==> config.mk <==
export PLATFORM = sky130hd
export DESIGN_NAME = ds3_payload_src
export DESIGN_NICKNAME = d
export VERILOG_FILES = /design/src/rtl/ds3ps_pkg.sv /design/src/rtl/ds3ps_slot_ctrl.sv /design/src/rtl/ds3ps_hold.sv /design/src/rtl/ds3_payload_src.sv
export SDC_FILE = /design/constraint.sdc
export NUM_CORES = 1
export LEC_CHECK = 0
export ABC_AREA = 1
export CAP_MARGIN = 20
export CORE_UTILIZATION = 53
export CTS_CLUSTER_DIAMETER = 100
export DETAILED_ROUTE_END_ITERATION = 16
export DONT_BUFFER_PORTS = 1
export PLACE_DENSITY = 0.68
export SLEW_MARGIN = 15
export SYNTH_ARGS = -nofsm -noshare
export SYNTH_HDL_FRONTEND = slang
export SYNTH_SLANG_ARGS = --single-unit
export TNS_END_PERCENT = 10
==> constraint.sdc <==
create_clock -name clk -period 1.6 [get_ports clk]
set_clock_uncertainty 0.1 [all_clocks]
set_input_delay 0 -clock clk [delete_from_list [all_inputs] [get_ports clk]]
set_output_delay 0 -clock clk [all_outputs]
set_load 0.02 [all_outputs]
==> src/rtl/ds3ps_pkg.sv <==
package ds3ps_pkg;
  // Per-edge decision of the slot controller
  typedef struct packed {
    logic slot;     // this edge presents a payload bit
    logic restart;  // this payload slot opens a new frame
  } slot_ctl_t;
endpackage

==> src/rtl/ds3ps_slot_ctrl.sv <==
module ds3ps_slot_ctrl
  import ds3ps_pkg::*;
(
  input  logic      clk,
  input  logic      rst_n,
  input  logic      eof_pulse,
  input  logic      oh_warn,
  output slot_ctl_t ctl,
  output logic      aligned_q
);
  logic aligned_d;
  logic pend_q, pend_d;

  always_comb begin
    aligned_d   = aligned_q | eof_pulse;
    ctl.slot    = aligned_d & ~oh_warn;
    ctl.restart = ctl.slot & (eof_pulse | pend_q);
    pend_d      = (pend_q | eof_pulse) & ~ctl.slot;
  end

  always_ff @(posedge clk or negedge rst_n) begin
    if (!rst_n) begin
      aligned_q <= 1'b0;
      pend_q    <= 1'b0;
    end else begin
      aligned_q <= aligned_d;
      pend_q    <= pend_d;
    end
  end
endmodule

==> src/rtl/ds3ps_hold.sv <==
module ds3ps_hold
  import ds3ps_pkg::*;
#(
  parameter int DATA_W = 8
) (
  input  logic              clk,
  input  logic              rst_n,
  input  slot_ctl_t         ctl,
  input  logic [DATA_W-1:0] byte_data,
  input  logic              byte_valid,
  output logic              byte_ready,
  output logic              cur_bit,
  output logic              full
);
  localparam int IW = (DATA_W > 1) ? $clog2(DATA_W) : 1;
  localparam logic [IW-1:0] TOP = IW'(DATA_W - 1);

  logic [DATA_W-1:0] byte_q, byte_d;
  logic              full_q, full_d;
  logic [IW-1:0]     idx_q, idx_d, cur_idx;
  logic              last, take, en;

  always_comb begin
    cur_idx    = ctl.restart ? TOP : idx_q;
    cur_bit    = byte_q[cur_idx];
    last       = ctl.slot & full_q & (cur_idx == '0);
    byte_ready = ~full_q | last;
    take       = byte_valid & byte_ready;
    en         = take | (ctl.slot & full_q);
    byte_d     = byte_q;
    full_d     = full_q;
    idx_d      = idx_q;
    if (take) begin
      byte_d = byte_data;
      full_d = 1'b1;
      idx_d  = TOP;
    end else if (last) begin
      full_d = 1'b0;
    end else if (ctl.slot && full_q) begin
      idx_d = cur_idx - 1'b1;
    end
  end

  always_ff @(posedge clk or negedge rst_n) begin
    if (!rst_n) begin
      byte_q <= '0;
      full_q <= 1'b0;
      idx_q  <= TOP;
    end else if (en) begin
      byte_q <= byte_d;
      full_q <= full_d;
      idx_q  <= idx_d;
    end
  end

  assign full = full_q;
endmodule

==> src/rtl/ds3_payload_src.sv <==
module ds3_payload_src
  import ds3ps_pkg::*;
#(
  parameter int DATA_W = 8
) (
  input  logic              clk,
  input  logic              rst_n,
  input  logic [DATA_W-1:0] byte_data,
  input  logic              byte_valid,
  output logic              byte_ready,
  input  logic              eof_pulse,
  input  logic              oh_warn,
  input  logic              under_clr,
  output logic              ser_data,
  output logic              aligned,
  output logic              underrun
);
  slot_ctl_t ctl;
  logic      cur_bit, full;
  logic      ser_q, ser_d, und_q, und_d;

  ds3ps_slot_ctrl u_ctrl (
    .clk       (clk),
    .rst_n     (rst_n),
    .eof_pulse (eof_pulse),
    .oh_warn   (oh_warn),
    .ctl       (ctl),
    .aligned_q (aligned)
  );

  ds3ps_hold #(.DATA_W(DATA_W)) u_hold (
    .clk        (clk),
    .rst_n      (rst_n),
    .ctl        (ctl),
    .byte_data  (byte_data),
    .byte_valid (byte_valid),
    .byte_ready (byte_ready),
    .cur_bit    (cur_bit),
    .full       (full)
  );

  always_comb begin
    ser_d = ser_q;
    if (ctl.slot) ser_d = full ? cur_bit : 1'b1;
    und_d = (ctl.slot & ~full) | (und_q & ~under_clr);
  end

  always_ff @(posedge clk or negedge rst_n) begin
    if (!rst_n) begin
      ser_q <= 1'b0;
      und_q <= 1'b0;
    end else begin
      ser_q <= ser_d;
      und_q <= und_d;
    end
  end

  assign ser_data = ser_q;
  assign underrun = und_q;
endmodule

==> metrics.cfg, run 1 <==
[outcome]
status = finished, violations left
violations = negative setup slack

[clock_network]
cts_tree = yes
numCtsBuffers = 3
cts_buffer_depth = 2
cts-root-buf = clkbuf_4
clock_sinks = 16
cts_max_level = 1
worst_skew_pair.late_latency_ns = 0.29
clk_pin_slew_worst_paths_ns = 0.10

[layout]
layout_commonest_cell = nand2_1
nets = 154
antenna_cells = 0
fin_area_um2 = 1230
syn2layout_area_growth_pct = 44.7
layout_common_cells = nand2_1, buf_4, dlygate4sd3_1
drive_gt1_share_pct = 35.0

[worst_setup_path]
critPathMaxStageDelay_ns = 0.43
start_kind = flop
cp-end-kind = output pin
crit_slowest_cell = dfrtp_2
cp.required_ns = 1.50
crit_path_cell_trace = inv_2, nand2_4, nand3_4, nand2_2, inv_2, ha_4, nand2_4, o21ai_4, buf_6, buf_6
cp_num_buf_inv = 4
critPathTopFamily = flip-flops
setup.worst_path.class = flop to output pin
arrival_ns = 1.68
cp_max_fo = 4

[floorplan]
core-area_um2 = 1510
die_area_um2 = 1760
io_pins = 18
num_rows = 14
die_y_um = 42.0
start_util_pct = 56.3
die_x_um = 42.0

[timing]
fin_ws_ns = -0.184
maxSlewViolCount = 0
slew_headroom_pct = 51.2
tightest_slew_ns = 0.730
fin_crit_ns = 1.78
rsz0062_at_grt = yes
setup_viol = 14
worst_hold_slack_ns = 0.0949
max_freq_mhz = 560
hold_violations = 0
period_share_pct = 112
fin_setup_tns_ns = -1.30

[synthesis]
synth_fp_nets = 119
synthTopCellsByArea = dfrtp_1, nand2_1, dfstp_2, nand3_1, inv_1
ys_warn_count = 0
synth_area_leader_cell = dfrtp_1
synth_top_area_share_pct = 38.3
synth_seq_cells = 16
synth_area_per_cell_um2 = 8.24
synth.distinct_cells = 20
yosysSeqAreaShare_pct = 47.6
netlist_area_um2 = 848
synth_cells = 103

[global_routing]
grt_max_degree = 17
grt_pass1_vias = 844
antenna_found_initial = 0
track_usage_pct = 25.3
grt_overflow = 0
grt_pass1_wl_um = 3350

[detailed_routing]
first_pass_iters = 4
post_drt_via_cell_ratio = 5.40
drc = 0
wirelength_um = 2100
drt_iter0_drc = 12
routedWlPerCell_um = 13.7
antenna_left = 0
via_count = 826

[pwr]
p_leak_nw = 0.655
total_power_mw = 1.98
ir_worst_vdd_mv = 1.09
power_density_nw_per_um2 = 1610

[placement]
dpl_cell_area_um2 = 946
preCtsSetupSlack_ns = -0.0823
dp_hpwl_um = 1280
portBuffers = 0
globalplace.congestion = 0.792

[job]
cap_violations = 0

[min_path]
hold_path.class = input pin to asynchronous set/reset pin

## cells by family (layout without fill, tap and decap cells)
family / Yosys count / in the layout / share of synthesized area (%)
buf+inv: 22 / 56 / 11.2
fa+ha+maj: 2 / 2 / 2.95
xor+xnor: 1 / 1 / 1.03
simple gates: 54 / 54 / 30.1
compound gates: 8 / 8 / 7.08
flops: 16 / 16 / 47.6
## flip-flops by register name (all words and copies together) (netlist names)
| name | cells |
|---|---|
| ser_data | 1 |
| u_ctrl.aligned_q | 1 |
| u_ctrl.pend_q | 1 |
| u_hold.byte_q | 8 |
| u_hold.full | 1 |
| u_hold.idx_q | 3 |
| underrun | 1 |
## cells in the mapped netlist
cell and number:
nor2_4 1, o211ai_1 3, nand2_2 3, dfstp_2 3
nand3_4 1, nand2_1 33, inv_1 16, o21ai_2 1
buf_2 1, or2_2 3, inv_2 3, buf_6 1
buf_4 1, nand3_1 13, o22ai_1 1, a21oi_1 1
o2111ai_1 2, ha_1 2, dfrtp_1 13, xor2_1 1
## layer usage
layer  GRT usage [%]  wire length, µm  up-vias
li1                -                -      390
met1            26.1              753      404
met2            49.7             1240       30
met3            4.74               89        2
met4            9.03               14        0
met5               0                0        -
## area by class of cell
class	count	area, µm²
timing repair buffer	33	298
multi-input combinational	65	394
inverter	19	73.8
fill	96	279
sequential	16	405
tap	16	20.0
clock buffer	4	36.3
## worst paths after layout
kind / end / cells after the start / slack, ns / start
max: byte_ready / 10 / -0.18 / u_ctrl.aligned_q
min: u_ctrl.aligned_q / 1 / 0.09 / rst_n
max reg2reg: u_hold.byte_q[1] / 12 / -0.12 / u_ctrl.aligned_q
min reg2reg: u_hold.byte_q[5] / 2 / 0.38 / u_hold.byte_q[5]
max in group asynchronous: u_ctrl.aligned_q / 1 / 0.81 / rst_n
min in group clk: u_ctrl.pend_q / 7 / 0.15 / eof_pulse
## through the flow
stage,cells,utilization (%)
finish,153,81.5
floorplan,103,-
detailed placement,127,62.8
global placement,127,62.8
global route,153,81.5
CTS,151,78.5
## repair_timing
action / CTS / global route
resized for setup: 4 / 8
setup endpoints to repair: 13 / 14
hold buffers: 14 / 0
pin swaps: 6 / 9
buffers inserted: 6 / 2
endpoints found under the hold margin: 31 / 0
## power by group
part           leakage, nW  switching (mW)  total [mW]  internal [mW]
logic                0.447           0.498       0.958          0.460
clock network       0.0210           0.131       0.269          0.139
registers            0.186           0.143       0.748          0.605
No activity file was read; power rests on OpenSTA's default activity.
==> run 2: changes to the inputs <==
Settings changed: CTS_CLUSTER_DIAMETER 100 to 200, PLACE_DENSITY 0.68 to 0.71.
==> metrics.cfg, run 2 (synthesis results as in run 1) <==
[job]
cap_violations = 0

[clock_network]
clk_pin_slew_worst_paths_ns = 0.09
clock_sinks = 16
numCtsBuffers = 3
cts_max_level = 1
cts_tree = yes
cts_buffer_depth = 2
cts-root-buf = clkbuf_4
worst_skew_pair.late_latency_ns = 0.29

[timing]
slew_headroom_pct = 52.4
worst_hold_slack_ns = 0.0484
fin_ws_ns = -0.165
setup_viol = 13
max_freq_mhz = 567
rsz0062_at_grt = yes
maxSlewViolCount = 0
fin_crit_ns = 1.76
period_share_pct = 110
tightest_slew_ns = 0.712
hold_violations = 0

[worst_setup_path]
timing.reg2reg.setup_slack_ns = -0.12
reg2reg_from = u_ctrl.pend_q
arrival_ns = 1.66
start_kind = flop
cp_num_buf_inv = 4
setup.worst_path.class = flop to output pin
critPathMaxStageDelay_ns = 0.39
rr_worst_depth = 12
crit_slowest_cell = dfrtp_1
crit_path_cell_trace = inv_2, nand2_2, nand3_4, nand2_2, inv_2, ha_4, nand2_4, o21ai_4, buf_6, buf_6
cp-end-kind = output pin
critPathTopFamily = flip-flops
r2r-end = u_hold.byte_q[2]
cp_max_fo = 4
cp.required_ns = 1.50

[layout]
fin_area_um2 = 1220
layout_common_cells = nand2_1, buf_4, dlygate4sd3_1
drive_gt1_share_pct = 35.5
largest_reg_flops = 8
syn2layout_area_growth_pct = 44.2
nets = 155
layout_commonest_cell = nand2_1
fillers = 94
antenna_cells = 0
top_regs = u_hold.byte_q (8), u_hold.idx_q (3)
top_register = u_hold.byte_q

[floorplan]
io_pins = 18
start_util_pct = 56.3
die_x_um = 42.0
die_y_um = 42.0
core-area_um2 = 1510
die_area_um2 = 1760
num_rows = 14

[pwr]
clkPwrFrac_pct = 13.7
combPwrFrac_pct = 48.2
switching_share_pct = 38.5
power_density_nw_per_um2 = 1600
sequentialPowerShare_pct = 38.1
ir_worst_vdd_mv = 0.943
switching_power_mw = 0.753
p_leak_nw = 0.654
p_int_mw = 1.20

[detailed_routing]
wirelength_um = 2050
drc = 0
via_count = 805
post_drt_via_cell_ratio = 5.23
first_pass_iters = 4
routedWlPerCell_um = 13.3
antenna_left = 0
drt_iter0_drc = 10

[min_path]
holdCritStartpoint = eof_pulse
hold-path-endpoint = u_ctrl.pend_q
hold_path.class = input pin to flop
hold_depth = 6

[global_routing]
grt_overflow = 0
grt_pass1_wl_um = 3260
grt_max_degree = 17
antenna_found_initial = 0
track_usage_pct = 25.2
grt_pass1_vias = 796

[outcome]
status = finished, violations left
violations = negative setup slack

[placement]
portBuffers = 0
dp_hpwl_um = 1200
dpl_cell_area_um2 = 931
globalplace.congestion = 0.801

run 2: cell types whose count changed in the layout (fill, tap and decap cells not counted), sizes merged:
| cell | before | now |
|---|---|---|
| buf | 19 | 20 |
run 2: cell type report:
type	count	area, µm²	share of cell area [%]
multi-input combinational	65	389	31.8
timing repair buffer	34	302	24.6
sequential	16	405	33.1
tap	16	20.0	1.64
clock buffer	4	36.3	2.97
inverter	19	71.3	5.83
run 2: what timing repair did:
item,CTS,global route
hold buffers,14,0
gates resized for setup,5,4
pin swaps,5,13
hold endpoints to repair,31,0
buffers inserted,7,4
endpoints found under the setup margin,13,14
run 2: stage by stage:
stage	worst slack, ns	utilization, %	setup TNS (ns)	instances	power (mW)
global route	-0.228	81.2	-2.32	154	2.09
finish	-0.165	81.2	-1.24	154	1.95
floorplan	-0.0497	-	-0.392	103	1.28
CTS	-0.138	78.2	-1.11	150	1.88
global placement	-0.0110	61.8	-0.0431	125	1.46
detailed placement	-0.0590	61.8	-0.368	125	1.48
run 2: worst max-delay path by stage:
stage / cells past startpoint / start / endpoint / slack [ns]
6_report: 10 / u_ctrl.pend_q / byte_ready / -0.16
3_5_place_dp: 11 / u_ctrl.pend_q / u_hold.byte_q[2] / -0.06
4_1_cts: 10 / u_ctrl.aligned_q / byte_ready / -0.14
3_3_place_gp: 11 / u_ctrl.pend_q / u_hold.byte_q[0] / -0.01
5_1_grt: 10 / u_ctrl.pend_q / byte_ready / -0.23
2_1_floorplan: 12 / u_ctrl.aligned_q / u_hold.byte_q[1] / -0.05
run 2: worst reg2reg max path: cells and delay by family, from the launching register on:
kind | cells | cell delay, ns
flip-flops | 1 | 0.39
adder cells (fa/ha/maj) | 1 | 0.14
buffers and inverters | 4 | 0.40
AND/OR/NAND/NOR | 6 | 0.46
AO/OA/AOI/OAI | 1 | 0.18
run 2: power by group through the flow:
stage               Sequential [mW]  Combinational, mW  Clock, mW
floorplan                     0.715              0.561          0
global placement              0.738              0.719          0
detailed placement            0.741              0.737          0
CTS                           0.735              0.872      0.270
global route                  0.766               1.04      0.285
finish                        0.744              0.943      0.268
run 2: routing by layer:
metal	up-vias	global-route usage (%)	routed length [µm]
met5	-	0	0
met4	0	11.6	33
met3	5	3.45	97
met2	33	46.3	1090
met1	375	28.7	834
li1	392	-	-
